### src/rtl/luhn_pkg.sv
package luhn_pkg;

    typedef logic [3:0] bcd_t;

    typedef enum logic {
        MODE_GEN = 1'b0,
        MODE_VER = 1'b1
    } luhn_mode_e;

    // one incoming beat
    typedef struct packed {
        logic       valid;
        logic       last;
        bcd_t       digit;
        luhn_mode_e mode;
    } digit_beat_t;

    // weighted contribution of one digit
    typedef struct packed {
        logic bad;
        bcd_t contrib;
    } term_t;

    // end-of-number summary handed to the output stage
    typedef struct packed {
        logic       fire;
        bcd_t       sum;
        logic       err;
        luhn_mode_e mode;
    } finish_t;

    typedef struct packed {
        logic valid;
        bcd_t check;
        logic pass;
        logic error;
    } result_t;

    localparam bcd_t BCD_MAX = 4'd9;

    // doubled digit folded back to one decimal digit
    function automatic bcd_t fold_double(input bcd_t d);
        logic [4:0] t;
        t = {d, 1'b0};
        if (t > 5'd9) t = t - 5'd9;
        return t[3:0];
    endfunction

    function automatic bcd_t add_mod10(input bcd_t a, input bcd_t b);
        logic [4:0] s;
        s = {1'b0, a} + {1'b0, b};
        if (s >= 5'd10) s = s - 5'd10;
        return s[3:0];
    endfunction

    function automatic bcd_t complement_mod10(input bcd_t s);
        return (s == 4'd0) ? 4'd0 : (4'd10 - s);
    endfunction

endpackage

### src/rtl/luhn_term.sv
module luhn_term
    import luhn_pkg::*;
(
    input  bcd_t  digit_i,
    input  logic  dbl_i,
    output term_t term_o
);
    logic bad;

    assign bad = (digit_i > BCD_MAX);

    always_comb begin
        term_o.bad = bad;
        if (bad)
            term_o.contrib = 4'd0;
        else if (dbl_i)
            term_o.contrib = fold_double(digit_i);
        else
            term_o.contrib = digit_i;
    end
endmodule

### src/rtl/luhn_accum.sv
module luhn_accum
    import luhn_pkg::*;
#(
    parameter int MAX_DIGITS = 32
) (
    input  logic        clk,
    input  logic        rst,
    input  digit_beat_t beat_i,
    input  term_t       term_i,
    output logic        dbl_o,
    output bcd_t        sum_o,
    output finish_t     fin_o
);
    localparam int CNT_W = $clog2(MAX_DIGITS + 1);
    localparam logic [CNT_W-1:0] CNT_MAX = CNT_W'(MAX_DIGITS);

    bcd_t             sum_q, sum_n;
    logic [CNT_W-1:0] cnt_q, cnt_n;
    logic             err_q, err_n;
    luhn_mode_e       mode_q, mode_eff;
    logic             first;
    logic             over_len;

    assign first    = (cnt_q == '0);
    assign mode_eff = first ? beat_i.mode : mode_q;
    assign over_len = (cnt_q == CNT_MAX);

    // verify: check digit (pos 0) plain, odd positions doubled; generate: even positions doubled
    assign dbl_o = (mode_eff == MODE_VER) ? cnt_q[0] : ~cnt_q[0];
    assign sum_o = sum_q;

    always_comb begin
        sum_n = add_mod10(sum_q, term_i.contrib);
        err_n = err_q | term_i.bad | over_len;
        cnt_n = over_len ? cnt_q : cnt_q + 1'b1;
    end

    always_comb begin
        fin_o.fire = beat_i.valid & beat_i.last;
        fin_o.sum  = sum_n;
        fin_o.err  = err_n;
        fin_o.mode = mode_eff;
    end

    always_ff @(posedge clk) begin
        if (rst) begin
            sum_q  <= '0;
            cnt_q  <= '0;
            err_q  <= 1'b0;
            mode_q <= MODE_GEN;
        end else if (beat_i.valid) begin
            if (beat_i.last) begin
                sum_q  <= '0;
                cnt_q  <= '0;
                err_q  <= 1'b0;
                mode_q <= MODE_GEN;
            end else begin
                sum_q  <= sum_n;
                cnt_q  <= cnt_n;
                err_q  <= err_n;
                mode_q <= mode_eff;
            end
        end
    end
endmodule

### src/rtl/luhn_result.sv
module luhn_result
    import luhn_pkg::*;
(
    input  logic    clk,
    input  logic    rst,
    input  finish_t fin_i,
    output result_t res_o
);
    result_t res_n;

    always_comb begin
        res_n = '0;
        if (fin_i.fire) begin
            res_n.valid = 1'b1;
            res_n.error = fin_i.err;
            if (!fin_i.err) begin
                res_n.check = complement_mod10(fin_i.sum);
                res_n.pass  = (fin_i.mode == MODE_VER) && (fin_i.sum == 4'd0);
            end
        end
    end

    always_ff @(posedge clk) begin
        if (rst) res_o <= '0;
        else     res_o <= res_n;
    end
endmodule

### src/rtl/luhn_check_unit.sv
module luhn_check_unit
    import luhn_pkg::*;
#(
    parameter int MAX_DIGITS = 32
) (
    input  logic       clk,
    input  logic       rst,
    input  logic       digit_valid,
    input  logic [3:0] digit_in,
    input  logic       digit_last,
    input  logic       mode_verify,
    output logic       res_valid,
    output logic [3:0] res_check,
    output logic       res_pass,
    output logic       res_error
);
    digit_beat_t beat;
    term_t       term;
    finish_t     fin;
    result_t     res;
    logic        dbl;
    bcd_t        acc_sum;

    always_comb begin
        beat.valid = digit_valid;
        beat.last  = digit_last;
        beat.digit = digit_in;
        beat.mode  = mode_verify ? MODE_VER : MODE_GEN;
    end

    luhn_term u_term (
        .digit_i (beat.digit),
        .dbl_i   (dbl),
        .term_o  (term)
    );

    luhn_accum #(.MAX_DIGITS(MAX_DIGITS)) u_accum (
        .clk    (clk),
        .rst    (rst),
        .beat_i (beat),
        .term_i (term),
        .dbl_o  (dbl),
        .sum_o  (acc_sum),
        .fin_o  (fin)
    );

    luhn_result u_result (
        .clk   (clk),
        .rst   (rst),
        .fin_i (fin),
        .res_o (res)
    );

    assign res_valid = res.valid;
    assign res_check = res.check;
    assign res_pass  = res.pass;
    assign res_error = res.error;
endmodule

### config.mk
export PLATFORM = sky130hd
export DESIGN_NAME = luhn_check_unit
export DESIGN_NICKNAME = d
export VERILOG_FILES = /design/src/rtl/luhn_pkg.sv /design/src/rtl/luhn_term.sv /design/src/rtl/luhn_accum.sv /design/src/rtl/luhn_result.sv /design/src/rtl/luhn_check_unit.sv
export SDC_FILE = /design/constraint.sdc
export NUM_CORES = 1
export LEC_CHECK = 0
export ABC_AREA = 1
export CORE_MARGIN = 2
export CORE_UTILIZATION = 65
export CTS_BUF_LIST = sky130_fd_sc_hd__clkbuf_4
export DETAILED_ROUTE_END_ITERATION = 16
export DONT_BUFFER_PORTS = 1
export PLACE_DENSITY = 0.86
export REMOVE_ABC_BUFFERS = 1
export SLEW_MARGIN = 20
export SYNTH_ARGS = -nofsm -noshare
export SYNTH_HDL_FRONTEND = slang
export SYNTH_SLANG_ARGS = --single-unit
### constraint.sdc
create_clock -name clk -period 4.7 [get_ports clk]
set_input_delay 0.235 -clock clk [delete_from_list [all_inputs] [get_ports clk]]
set_output_delay 0.235 -clock clk [all_outputs]
set_load 0.02 [all_outputs]
==> flow_summary.html, run 1 <==
<table>
<tr><th>Metric</th><th>Value</th></tr>
<tr><th colspan="2">Run status</th></tr>
<tr><td>Status</td><td>finished, final reports clean</td></tr>
<tr><th colspan="2">Synth</th></tr>
<tr><td>Total number of yosys warnings</td><td>0</td></tr>
<tr><td>Register bit count reported by yosys</td><td>19</td></tr>
<tr><td>Main combinational cell family by area after synthesis</td><td>simple AND/OR/NAND/NOR gates</td></tr>
<tr><td>Sequential-to-total area share from yosys stat</td><td>between 30% and 40%</td></tr>
<tr><td>Share of synthesized cell area in full adder, half adder and majority cells</td><td>a little under an eighth</td></tr>
<tr><td>Ranking of synthesized cells by area</td><td>sky130_fd_sc_hd__dfxtp_1, sky130_fd_sc_hd__nand2_1, sky130_fd_sc_hd__ha_1, sky130_fd_sc_hd__inv_1, sky130_fd_sc_hd__nor2_1</td></tr>
<tr><td>Xor and xnor fraction of the mapped netlist area</td><td>roughly 2.1%</td></tr>
<tr><td>Yosys top cell area share</td><td>30.7%</td></tr>
<tr><td>Synthesized-area fraction occupied by ao, oa, aoi and oai cells</td><td>11.5%</td></tr>
<tr><td>Gate count after technology mapping</td><td>between 150 and 200</td></tr>
<tr><td>Post-synthesis simple-gate area fraction</td><td>approximately a third</td></tr>
<tr><td>Syn Area/Cell</td><td>between 6 and 7 um^2</td></tr>
<tr><td>Share of cell area taken by muxes after synthesis</td><td>less than 1%</td></tr>
<tr><td>Largest area contributor in the synthesized netlist</td><td>sky130_fd_sc_hd__dfxtp_1</td></tr>
<tr><td>Number of distinct library cells after synthesis</td><td>28</td></tr>
<tr><td>Area of the mapped netlist</td><td>~0.0012 mm^2</td></tr>
<tr><th colspan="2">Final layout</th></tr>
<tr><td>Final core utilization</td><td>about 74%</td></tr>
<tr><td>Final non-filler cell total</td><td>207</td></tr>
<tr><td>Count of inserted antenna diode cells</td><td>0</td></tr>
<tr><td>Layout net count</td><td>approximately 200</td></tr>
<tr><td>Most used cells in the layout excluding fill and tap cells</td><td>sky130_fd_sc_hd__nand2_1, sky130_fd_sc_hd__inv_1, sky130_fd_sc_hd__nor2_1, sky130_fd_sc_hd__dfxtp_1, sky130_fd_sc_hd__nand3_1</td></tr>
<tr><td>Filler cell count</td><td>140</td></tr>
<tr><td>Layout-stage area growth over the synthesis result</td><td>6.07%</td></tr>
<tr><td>Leading cell type in the layout, fill and taps excluded</td><td>sky130_fd_sc_hd__nand2_1</td></tr>
<tr><td>Fraction of layout cells with a size suffix above 1</td><td>between 10% and 20%</td></tr>
<tr><td>Area taken by flip-flops and latches</td><td>approximately 380 um^2</td></tr>
<tr><td>Multi-input gate area in the final layout</td><td>about 740 um^2</td></tr>
<tr><th colspan="2">Floorplan</th></tr>
<tr><td>Boundary pin count</td><td>16</td></tr>
<tr><td>Standard-cell rows</td><td>15</td></tr>
<tr><td>Core region area</td><td>around 0.0018 mm^2</td></tr>
<tr><td>Width of the die</td><td>47.6 um</td></tr>
<tr><td>Initial standard-cell utilization of the core</td><td>a little over two thirds</td></tr>
<tr><td>Die height</td><td>about 48 um</td></tr>
<tr><td>DIE AREA</td><td>approximately 0.0023 mm^2</td></tr>
<tr><th colspan="2">Route</th></tr>
<tr><td>DR pass1 iterations</td><td>4</td></tr>
<tr><td>DR iter-0 viols</td><td>25</td></tr>
<tr><td>Vias per inst</td><td>around 5.5</td></tr>
<tr><td>Average wire per cell in the routed design</td><td>12.2 um</td></tr>
<tr><td>Number of nets still failing antenna checks after routing</td><td>0</td></tr>
<tr><td>Total detailed-routing wirelength</td><td>2530 um</td></tr>
<tr><td>DRC violations left</td><td>0</td></tr>
<tr><td>Vias after detailed routing</td><td>1140</td></tr>
<tr><th colspan="2">STA</th></tr>
<tr><td>Max-slew violation total from the final report</td><td>0</td></tr>
<tr><td>Worst hold slack</td><td>95.5 ps</td></tr>
<tr><td>Final critical-path share of the clock period</td><td>between 70% and 80%</td></tr>
<tr><td>Finish-stage setup viols</td><td>0</td></tr>
<tr><td>Worst-case clock skew</td><td>~4.6 ps</td></tr>
<tr><td>Least-Margin Pin Slew</td><td>about 500 ps</td></tr>
<tr><td>Unrepaired setup endpoints after global routing</td><td>no</td></tr>
<tr><td>Hold violation count in the final report</td><td>0</td></tr>
<tr><td>Period minus WS final</td><td>roughly 3700 ps</td></tr>
<tr><td>Total negative slack for setup checks</td><td>0 ps</td></tr>
<tr><td>Slew margin rel.</td><td>roughly two thirds</td></tr>
<tr><td>Top achievable clock speed</td><td>~270 MHz</td></tr>
<tr><th colspan="2">Critical path</th></tr>
<tr><td>Peak fanout along the critical path</td><td>5</td></tr>
<tr><td>Most Frequent Cell on Critical Path</td><td>sky130_fd_sc_hd__nand2_1</td></tr>
<tr><td>Required time at the endpoint of the critical path</td><td>4950 ps</td></tr>
<tr><td>R2R Path Start</td><td>u_accum.cnt_q[0]</td></tr>
<tr><td>Reg-to-Reg End</td><td>u_result.res_o[4]</td></tr>
<tr><td>Data arrival time of the critical path</td><td>between 3000 and 4000 ps</td></tr>
<tr><td>Critical path startpoint category</td><td>flip-flop</td></tr>
<tr><td>Slowest CP cell</td><td>sky130_fd_sc_hd__fa_1</td></tr>
<tr><td>Crit path capture type</td><td>flip-flop</td></tr>
<tr><td>Crit path from</td><td>u_accum.cnt_q[0]</td></tr>
<tr><td>Number of cells on the worst reg-to-reg path</td><td>29</td></tr>
<tr><td>Register-to-register path setup slack</td><td>roughly 1000 ps</td></tr>
<tr><td>Max incr delay on CP</td><td>~400 ps</td></tr>
<tr><td>Classification of the worst setup path</td><td>flip-flop to flip-flop</td></tr>
<tr><th colspan="2">Global routing</th></tr>
<tr><td>Pin count of the biggest net entering global routing</td><td>12</td></tr>
<tr><td>Initial antenna violation count</td><td>0</td></tr>
<tr><td>Wire length of the first global-routing pass</td><td>4040 um</td></tr>
<tr><td>GRT Overall Usage</td><td>between 20% and 30%</td></tr>
<tr><td>Grt ovf</td><td>0</td></tr>
<tr><td>Number of global-route vias before repair</td><td>1039</td></tr>
<tr><th colspan="2">Clock tree</th></tr>
<tr><td>Number of clock sinks</td><td>19</td></tr>
<tr><td>Clock tree from TritonCTS</td><td>done</td></tr>
<tr><td>Clock buffer count from CTS</td><td>3</td></tr>
<tr><td>Cell chosen for the clock root</td><td>sky130_fd_sc_hd__clkbuf_4</td></tr>
<tr><td>Depth of the CTS H-tree</td><td>1</td></tr>
<tr><td>CTS clk-pin slew, worst paths</td><td>about 110 ps</td></tr>
<tr><td>Number of buffers between clock root and the deepest sink</td><td>2</td></tr>
<tr><td>Skew-Pair Late Insertion Delay</td><td>~300 ps</td></tr>
<tr><th colspan="2">Flow run</th></tr>
<tr><td>Max-cap violation count</td><td>0</td></tr>
<tr><th colspan="2">Min path</th></tr>
<tr><td>Worst hold endpoint</td><td>u_accum.err_q</td></tr>
<tr><td>Worst min-delay path class</td><td>input pin to flip-flop</td></tr>
<tr><td>Min-Delay Path Depth</td><td>2</td></tr>
<tr><td>Startpoint of the most critical hold path</td><td>digit_valid</td></tr>
<tr><th colspan="2">Pwr</th></tr>
<tr><td>Pwr per Cell Area</td><td>327 mW/mm^2</td></tr>
<tr><td>Static leakage power</td><td>between 0.6 and 0.7 nW</td></tr>
<tr><td>Peak supply drop</td><td>0.000294 V</td></tr>
<tr><th colspan="2">Placement</th></tr>
<tr><td>Post-Place Cells</td><td>roughly 200</td></tr>
<tr><td>PortBufs</td><td>0</td></tr>
<tr><td>Post-DP HPWL</td><td>between 1500 and 2000 um</td></tr>
<tr><td>GP Congestion</td><td>between 0.9 and 1</td></tr>
</table>
==> cell families after synthesis <==
logic type / count (synthesis)
simple gates: 88
buf+inv: 32
compound gates: 23
flops: 19
fa+ha+maj: 11
xor+xnor: 3
mux: 1
==> report_power, final <==
group          leakage, nW  switching, W  total (W)  internal, W
Combinational        0.474      0.000108   0.000168    0.0000601
Clock               0.0177     0.0000524  0.0000842    0.0000318
Sequential           0.154    0.00000811   0.000176     0.000168
==> worst max-delay path by stage <==
stage                                    to  slack [ps]  depth (start not counted)
final                     u_result.res_o[4]        1010                         29
after detailed placement  u_result.res_o[4]        1080                         29
after global routing      u_result.res_o[4]         590                         29
after CTS                 u_result.res_o[4]        1010                         29
after global placement    u_result.res_o[4]        1200                         29
after floorplan           u_result.res_o[4]        1430                         28
==> critical path: cells and delay by family, from the launching register on <==
kind / cells / cell delay, ps
and+or+nand+nor: 16 / 1360
adders and majority gates: 5 / 1180
buffers and inverters: 6 / 470
DFF: 1 / 360
xor gates and xnor gates: 1 / 160
AOI/OAI and AO/OA: 1 / 70
==> flip-flops by register name, summed over array words and instances, names as in the netlist <==
register,count
u_accum.err_q,1
u_accum.mode_q,1
u_accum.sum_o,4
u_accum.cnt_q,6
u_result.res_o,7
==> metal layers <==
layer  vias up  part of all wire (%)  track usage, %
met5         -                     0               0
met4         0                   1.8            13.5
met3         5                   5.3            3.77
met2        34                    48            42.7
met1       525                    45            31.1
li1        576                     -               -
==> cell usage after synthesis <==
library cell and n:
sky130_fd_sc_hd__or2_2 1, sky130_fd_sc_hd__nand4_1 1, sky130_fd_sc_hd__nand3_2 3, sky130_fd_sc_hd__a211oi_1 1
sky130_fd_sc_hd__a31o_2 1, sky130_fd_sc_hd__mux2i_1 1, sky130_fd_sc_hd__inv_1 30, sky130_fd_sc_hd__xor2_1 3
sky130_fd_sc_hd__a221oi_1 1, sky130_fd_sc_hd__dfxtp_1 19, sky130_fd_sc_hd__nor3_1 4, sky130_fd_sc_hd__nor4_1 1
sky130_fd_sc_hd__o21ai_2 2, sky130_fd_sc_hd__fa_1 1, sky130_fd_sc_hd__nand2_1 34, sky130_fd_sc_hd__nand3_1 14
sky130_fd_sc_hd__a21oi_2 2, sky130_fd_sc_hd__clkbuf_1 1, sky130_fd_sc_hd__ha_1 10, sky130_fd_sc_hd__nor2_1 19
sky130_fd_sc_hd__o21ai_0 5, sky130_fd_sc_hd__nand2_2 8, sky130_fd_sc_hd__nand3b_1 1, sky130_fd_sc_hd__nor3_2 1
sky130_fd_sc_hd__inv_2 1, sky130_fd_sc_hd__a21oi_1 10, sky130_fd_sc_hd__nor3b_1 1, sky130_fd_sc_hd__o31ai_1 1
==> through the flow <==
stage	total power, W	setup WS [ps]	instance area [um^2]
2_1_floorplan	0.000314	1430	1230
3_3_place_gp	0.000333	1200	1260
3_5_place_dp	0.000341	1080	1260
4_1_cts	0.000427	1010	1300
5_1_grt	0.000457	593	1310
6_report	0.000429	1010	1310
==> repair_timing <==
| action | in CTS | in global routing |
|---|---|---|
| buffers inserted | 0 | 0 |
| gates resized for setup | 0 | 0 |
| hold buffers | 1 | 1 |
| hold endpoints to repair | 8 | 1 |
==> area by class of cell <==
type                    instances  area share, %
repair buffers                  2           1.53
well taps                      25           2.38
flip-flops and latches         19           29.0
inverters                      31           8.87
clock inverters                 1          0.381
multi-input cells             126           56.1
clock buffers                   3           1.72
Note: power is estimated with default switching activity, not from simulation.
==> inputs of run 2 (changes only) <==
--- a/config.mk
+++ b/config.mk
@@ -7,11 +7,11 @@
 export LEC_CHECK = 0
 export ABC_AREA = 1
 export CORE_MARGIN = 2
-export CORE_UTILIZATION = 65
+export CORE_UTILIZATION = 59
 export CTS_BUF_LIST = sky130_fd_sc_hd__clkbuf_4
 export DETAILED_ROUTE_END_ITERATION = 16
 export DONT_BUFFER_PORTS = 1
-export PLACE_DENSITY = 0.86
+export PLACE_DENSITY = 0.83
 export REMOVE_ABC_BUFFERS = 1
 export SLEW_MARGIN = 20
 export SYNTH_ARGS = -nofsm -noshare
==> constraint.sdc (replaced) <==
create_clock -name clk -period 3.2 [get_ports clk]
set_input_delay 0.16 -clock clk [delete_from_list [all_inputs] [get_ports clk]]
set_output_delay 0.16 -clock clk [all_outputs]
set_load 0.02 [all_outputs]
==> flow_summary.html, run 2 <==
<table>
<tr><th>Metric</th><th>Value</th></tr>
<tr><th colspan="2">Clock tree</th></tr>
<tr><td>Depth of the CTS H-tree</td><td>1 (unchanged)</td></tr>
<tr><td>Number of buffers between clock root and the deepest sink</td><td>2 (unchanged)</td></tr>
<tr><td>Clock buffer count from CTS</td><td>3 (unchanged)</td></tr>
<tr><td>Number of clock sinks</td><td>19 (unchanged)</td></tr>
<tr><td>Cell chosen for the clock root</td><td>sky130_fd_sc_hd__clkbuf_4</td></tr>
<tr><th colspan="2">STA</th></tr>
<tr><td>WEP type</td><td>sequential cell input</td></tr>
<tr><td>Final worst endpoint reported by repair_timing after global routing</td><td>u_result.res_o[5]$_SDFF_PP0_/D</td></tr>
<tr><th colspan="2">Placement</th></tr>
<tr><td>Worst slack after detailed placement</td><td>-274 ps (-1350 ps)</td></tr>
<tr><td>Post-DP HPWL</td><td>2160 um (+12%)</td></tr>
<tr><td>GP Congestion</td><td>0.861 (-5.7%)</td></tr>
<tr><td>Placed standard-cell area</td><td>0.00139 mm^2 (+9.7%)</td></tr>
<tr><td>PortBufs</td><td>0 (unchanged)</td></tr>
<tr><th colspan="2">Synth</th></tr>
<tr><td>Post-synth EDFFs</td><td>0 (unchanged)</td></tr>
<tr><td>Largest area contributor in the synthesized netlist</td><td>sky130_fd_sc_hd__dfxtp_1</td></tr>
<tr><td>Ranking of synthesized cells by area</td><td>sky130_fd_sc_hd__dfxtp_1, sky130_fd_sc_hd__nand2_1, sky130_fd_sc_hd__ha_1, sky130_fd_sc_hd__inv_1, sky130_fd_sc_hd__nor2_1</td></tr>
<tr><td>Most used DFF post-synth</td><td>sky130_fd_sc_hd__dfxtp_1</td></tr>
<tr><td>Syn Area/Cell</td><td>6.99 um^2 (unchanged)</td></tr>
<tr><td>Number of distinct library cells after synthesis</td><td>28 (unchanged)</td></tr>
<tr><td>Post-synth top cells</td><td>sky130_fd_sc_hd__nand2_1, sky130_fd_sc_hd__inv_1, sky130_fd_sc_hd__dfxtp_1, sky130_fd_sc_hd__nor2_1, sky130_fd_sc_hd__nand3_1</td></tr>
<tr><td>Yosys top cell area share</td><td>30.7% (unchanged)</td></tr>
<tr><td>Async set or reset register ratio after synthesis</td><td>0% (unchanged)</td></tr>
<tr><td>Gate count after technology mapping</td><td>177 (unchanged)</td></tr>
<tr><td>Library cell with the highest instance count after synthesis</td><td>sky130_fd_sc_hd__nand2_1</td></tr>
<tr><td>Register bit count reported by yosys</td><td>19 (unchanged)</td></tr>
<tr><td>Area of the mapped netlist</td><td>0.00124 mm^2 (unchanged)</td></tr>
<tr><td>Sequential-to-total area share from yosys stat</td><td>30.7% (unchanged)</td></tr>
<tr><td>Total number of yosys warnings</td><td>0 (unchanged)</td></tr>
<tr><th colspan="2">Floorplan</th></tr>
<tr><td>Die height</td><td>49.8 um (+4.5%)</td></tr>
<tr><td>Width of the die</td><td>49.8 um (+4.5%)</td></tr>
<tr><td>Standard-cell rows</td><td>16 (+1)</td></tr>
<tr><td>Initial standard-cell utilization of the core</td><td>63.1% (-7.1 points)</td></tr>
<tr><td>Boundary pin count</td><td>16 (unchanged)</td></tr>
<tr><th colspan="2">Run status</th></tr>
<tr><td>Status</td><td>aborted with a tool error</td></tr>
<tr><td>Last flow stage reached</td><td>global routing</td></tr>
<tr><td>Halt Reason</td><td>[ERROR DPL-0038] Utilization greater than 100%, impossible to legalize</td></tr>
<tr><th colspan="2">Global routing</th></tr>
<tr><td>Pin count of the biggest net entering global routing</td><td>13</td></tr>
</table>
-- run 2: cell counts after synthesis --
No cell type changed its count.
-- run 2: cells by family after synthesis --
logic type      share of synthesized area [%]
buf+inv                                  9.71
mux                                     0.809
compound gates                           11.5
fa+ha+maj                                11.7
xor+xnor                                 2.12
simple gates                             33.4
flops                                    30.7
-- run 2: what timing repair did --
| item | CTS |
|---|---|
| endpoints found under the hold margin | 9 |
| endpoints found under the setup margin | 8 |
| pin swaps | 22 |
| hold buffers | 5 |
| buffers inserted | 27 |
| gates resized for setup | 38 |
-- run 2: per-stage QoR --
step | hold WS, ps | cells | TNS, ps | util, %
floorplan | 229 | 176 | -71.6 | -
global placement | 231 | 219 | -347 | 70.7
detailed placement | 232 | 219 | -1490 | 70.7
CTS | -114 | 255 | -1020 | 91.8
==> inputs of run 3 (changes only) <==
--- a/config.mk
+++ b/config.mk
@@ -6,12 +6,11 @@
 export NUM_CORES = 1
 export LEC_CHECK = 0
 export ABC_AREA = 1
-export CORE_MARGIN = 2
-export CORE_UTILIZATION = 59
-export CTS_BUF_LIST = sky130_fd_sc_hd__clkbuf_4
+export CORE_AREA = 2 2 63 65
 export DETAILED_ROUTE_END_ITERATION = 16
+export DIE_AREA = 0 0 65 67
 export DONT_BUFFER_PORTS = 1
-export PLACE_DENSITY = 0.83
+export PLACE_DENSITY_LB_ADDON = 0.15
 export REMOVE_ABC_BUFFERS = 1
 export SLEW_MARGIN = 20
 export SYNTH_ARGS = -nofsm -noshare
==> constraint.sdc (replaced) <==
create_clock -name clk -period 4.2 [get_ports clk]
set_input_delay 0.21 -clock clk [delete_from_list [all_inputs] [get_ports clk]]
set_output_delay 0.21 -clock clk [all_outputs]
set_load 0.02 [all_outputs]
==> flow_summary.html, run 3 (synthesis gave the netlist of run 1 again) <==
<table>
<tr><th>Metric</th><th>Value</th></tr>
<tr><th colspan="2">Run status</th></tr>
<tr><td>Status</td><td>finished, final reports clean</td></tr>
<tr><th colspan="2">Floorplan</th></tr>
<tr><td>Boundary pin count</td><td>16 (unchanged)</td></tr>
<tr><td>Width of the die</td><td>65 um (+31%)</td></tr>
<tr><td>Initial standard-cell utilization of the core</td><td>34.3% (-29 points)</td></tr>
<tr><td>Standard-cell rows</td><td>22 (+6)</td></tr>
<tr><td>Die height</td><td>67 um (+35%)</td></tr>
<tr><td>DIE AREA</td><td>roughly 0.0044 mm^2</td></tr>
<tr><td>Core region area</td><td>0.00361 mm^2</td></tr>
<tr><th colspan="2">Global routing</th></tr>
<tr><td>GRT Overall Usage</td><td>between 10% and 20%</td></tr>
<tr><td>Pin count of the biggest net entering global routing</td><td>12</td></tr>
<tr><td>Routing usage on met2</td><td>a little under a quarter</td></tr>
<tr><td>Initial antenna violation count</td><td>0</td></tr>
<tr><td>Wire length of the first global-routing pass</td><td>roughly 4400 um</td></tr>
<tr><td>Global-route met3 utilization</td><td>3.21%</td></tr>
<tr><td>Number of global-route vias before repair</td><td>between 1k and 1.5k</td></tr>
<tr><td>Busiest layer in global routing</td><td>met2</td></tr>
<tr><td>Grt ovf</td><td>0</td></tr>
<tr><td>Met1 Use GR</td><td>14.4%</td></tr>
<tr><th colspan="2">STA</th></tr>
<tr><td>Max-slew violation total from the final report</td><td>0</td></tr>
<tr><td>Post-route setup slack</td><td>around 510 ps</td></tr>
<tr><td>Top achievable clock speed</td><td>271 MHz</td></tr>
<tr><td>Hold violation count in the final report</td><td>0</td></tr>
<tr><td>Total negative slack for setup checks</td><td>0 ps</td></tr>
<tr><td>Least-Margin Pin Slew</td><td>501 ps</td></tr>
<tr><td>Unrepaired setup endpoints after global routing</td><td>no</td></tr>
<tr><td>Finish-stage setup viols</td><td>0</td></tr>
<tr><td>Period minus WS final</td><td>between 3000 and 4000 ps</td></tr>
<tr><td>Final critical-path share of the clock period</td><td>about 88%</td></tr>
<tr><td>Slew margin rel.</td><td>roughly two thirds</td></tr>
<tr><td>Worst-case clock skew</td><td>around 2.6 ps</td></tr>
<tr><th colspan="2">Clock tree</th></tr>
<tr><td>Number of buffers between clock root and the deepest sink</td><td>2 (unchanged)</td></tr>
<tr><td>Cell chosen for the clock root</td><td>sky130_fd_sc_hd__clkbuf_8</td></tr>
<tr><td>Post_cts resized</td><td>0 (-100%)</td></tr>
<tr><td>Post-CTS setup buffer count</td><td>0 (-100%)</td></tr>
<tr><td>Clock tree from TritonCTS</td><td>done</td></tr>
<tr><td>CTS clk-pin slew, worst paths</td><td>roughly 70 ps</td></tr>
<tr><td>Clock buffer count from CTS</td><td>3 (unchanged)</td></tr>
<tr><td>Depth of the CTS H-tree</td><td>1 (unchanged)</td></tr>
<tr><td>Skew-Pair Late Insertion Delay</td><td>250 ps</td></tr>
<tr><td>Number of clock sinks</td><td>19 (unchanged)</td></tr>
<tr><td>Number of hold buffers added after cts</td><td>0 (-5)</td></tr>
<tr><th colspan="2">Route</th></tr>
<tr><td>DRC violations left</td><td>0</td></tr>
<tr><td>Vias per inst</td><td>4.78</td></tr>
<tr><td>Average wire per cell in the routed design</td><td>roughly 11 um</td></tr>
<tr><td>DR iter-0 viols</td><td>33</td></tr>
<tr><td>DR pass1 iterations</td><td>4</td></tr>
<tr><td>Number of nets still failing antenna checks after routing</td><td>0</td></tr>
<tr><td>Total detailed-routing wirelength</td><td>between 2000 and 2500 um</td></tr>
<tr><td>Vias after detailed routing</td><td>between 1k and 1.5k</td></tr>
<tr><th colspan="2">Final layout</th></tr>
<tr><td>Layout net count</td><td>around 200</td></tr>
<tr><td>Final core utilization</td><td>37.2%</td></tr>
<tr><td>Final non-filler cell total</td><td>228</td></tr>
<tr><td>Most used cells in the layout excluding fill and tap cells</td><td>sky130_fd_sc_hd__nand2_1, sky130_fd_sc_hd__inv_1, sky130_fd_sc_hd__nor2_1, sky130_fd_sc_hd__dfxtp_1, sky130_fd_sc_hd__nand3_1</td></tr>
<tr><td>Filler cell count</td><td>between 400 and 500</td></tr>
<tr><td>Fraction of layout cells with a size suffix above 1</td><td>12.8%</td></tr>
<tr><td>Count of inserted antenna diode cells</td><td>0</td></tr>
<tr><td>Leading cell type in the layout, fill and taps excluded</td><td>sky130_fd_sc_hd__nand2_1</td></tr>
<tr><td>Layout-stage area growth over the synthesis result</td><td>8.29%</td></tr>
<tr><td>Reg with most FFs</td><td>u_result.res_o</td></tr>
<tr><td>Max reg flops</td><td>7</td></tr>
<tr><th colspan="2">Placement</th></tr>
<tr><td>Worst slack after detailed placement</td><td>541 ps (+815 ps)</td></tr>
<tr><td>Post-DP HPWL</td><td>2070 um (-4.0%)</td></tr>
<tr><td>GP Congestion</td><td>0.861 (unchanged)</td></tr>
<tr><td>Post-Place Cells</td><td>224 (+2.3%)</td></tr>
<tr><td>PortBufs</td><td>0 (unchanged)</td></tr>
<tr><th colspan="2">Critical path</th></tr>
<tr><td>Worst Path Buf+Inv</td><td>5</td></tr>
<tr><td>Cell family with most CP delay</td><td>simple AND/OR/NAND/NOR gates</td></tr>
<tr><td>Peak fanout along the critical path</td><td>5</td></tr>
<tr><td>Reg-to-Reg End</td><td>u_result.res_o[4]</td></tr>
<tr><td>Register-to-register path setup slack</td><td>510 ps</td></tr>
<tr><td>Number of cells on the worst reg-to-reg path</td><td>27</td></tr>
<tr><td>Slowest CP cell</td><td>sky130_fd_sc_hd__fa_1</td></tr>
<tr><td>Most Frequent Cell on Critical Path</td><td>sky130_fd_sc_hd__nand2_1</td></tr>
<tr><td>Max incr delay on CP</td><td>410 ps</td></tr>
<tr><td>Classification of the worst setup path</td><td>flip-flop to flip-flop</td></tr>
<tr><td>Data arrival time of the critical path</td><td>roughly 3800 ps</td></tr>
<tr><td>Crit path capture type</td><td>flip-flop</td></tr>
<tr><td>R2R Path Start</td><td>u_accum.cnt_q[0]</td></tr>
<tr><td>Critical path startpoint category</td><td>flip-flop</td></tr>
<tr><td>Required time at the endpoint of the critical path</td><td>~4400 ps</td></tr>
<tr><th colspan="2">Pwr</th></tr>
<tr><td>Part of the power in registers</td><td>between 30% and 40%</td></tr>
<tr><td>Combinational fraction of design power</td><td>a little over a third</td></tr>
<tr><td>Pwr per Cell Area</td><td>approximately 370 mW/mm^2</td></tr>
<tr><td>Clock Power Share</td><td>between 20 and 25%</td></tr>
<tr><td>Switching part of the total</td><td>36.2%</td></tr>
<tr><td>Cell internal pwr</td><td>between 0.0003 and 0.0004 W</td></tr>
<tr><td>Net load switching power</td><td>about 0.00018 W</td></tr>
<tr><td>Static leakage power</td><td>0.645 nW</td></tr>
<tr><td>Peak supply drop</td><td>~0.00015 V</td></tr>
<tr><td>Post-route total power</td><td>between 0.0005 and 0.0006 W</td></tr>
<tr><th colspan="2">Flow run</th></tr>
<tr><td>Max-cap violation count</td><td>0</td></tr>
<tr><th colspan="2">Min path</th></tr>
<tr><td>Worst min-delay path class</td><td>input pin to flip-flop</td></tr>
<tr><td>Startpoint of the most critical hold path</td><td>rst</td></tr>
<tr><td>Worst hold endpoint</td><td>u_accum.sum_o[1]</td></tr>
<tr><td>Min-Delay Path Depth</td><td>1</td></tr>
</table>
## run 3: per-layer routing
metal,share of wire [%],wire length (um)
met5,0,0
met4,0.68,17
met1,45,1120
met2,51,1270
met3,3.3,83
## run 3: area by class of cell
cell class | instances | area (um^2) | area share (%)
Clock buffer | 3 | 41.3 | 3.08
Clock inverter | 1 | 5.00 | 0.373
Inverter | 31 | 116 | 8.68
Multi-Input combinational cell | 126 | 737 | 55.0
Sequential cell | 19 | 380 | 28.4
Tap cell | 48 | 60.1 | 4.48
## run 3: power by group through the flow
stage / clock network (W) / logic [W] / registers, W
global route: 0.000138 / 0.000210 / 0.000199
finish: 0.000124 / 0.000179 / 0.000198
global placement: 0 / 0.000178 / 0.000202
detailed placement: 0 / 0.000180 / 0.000202
floorplan: 0 / 0.000151 / 0.000200
CTS: 0.000129 / 0.000181 / 0.000198
## run 3: worst max path at each step
stage                      from           endpoint  cells past startpoint
4_1_cts        u_accum.cnt_q[0]  u_result.res_o[4]                     28
3_3_place_gp   u_accum.cnt_q[0]  u_result.res_o[4]                     27
6_report       u_accum.cnt_q[0]  u_result.res_o[4]                     27
3_5_place_dp   u_accum.cnt_q[0]  u_result.res_o[4]                     28
2_1_floorplan  u_accum.cnt_q[0]  u_result.res_o[4]                     28
5_1_grt        u_accum.cnt_q[0]  u_result.res_o[4]                     27
## run 3: worst register-to-register path: stages, from the launching register on
cell and delay, ps:
sky130_fd_sc_hd__dfxtp_1 350, sky130_fd_sc_hd__inv_1 110, sky130_fd_sc_hd__ha_1 160, sky130_fd_sc_hd__nand2_1 50, sky130_fd_sc_hd__nor2_1 120, sky130_fd_sc_hd__nand3_1 140
sky130_fd_sc_hd__o21ai_2 190, sky130_fd_sc_hd__inv_1 70, sky130_fd_sc_hd__nand2_1 70, sky130_fd_sc_hd__nand2_2 80, sky130_fd_sc_hd__o21ai_0 170, sky130_fd_sc_hd__nor2_1 70
sky130_fd_sc_hd__ha_1 210, sky130_fd_sc_hd__fa_1 410, sky130_fd_sc_hd__inv_1 70, sky130_fd_sc_hd__nand2_1 60, sky130_fd_sc_hd__nand2_1 90, sky130_fd_sc_hd__inv_1 60
sky130_fd_sc_hd__ha_1 210, sky130_fd_sc_hd__nand2_1 80, sky130_fd_sc_hd__nand3_2 110, sky130_fd_sc_hd__nand2_2 100, sky130_fd_sc_hd__nand2_1 60, sky130_fd_sc_hd__nand2_2 90
sky130_fd_sc_hd__inv_1 60, sky130_fd_sc_hd__ha_1 180, sky130_fd_sc_hd__xor2_1 150, sky130_fd_sc_hd__nor2_1 60
## run 3: stage by stage
step	hold WS (ps)	cell area, um^2
3_3_place_gp	282	1290
4_1_cts	11.0	1340
6_report	17.8	1340
2_1_floorplan	279	1230
5_1_grt	4.35	1340
3_5_place_dp	283	1290
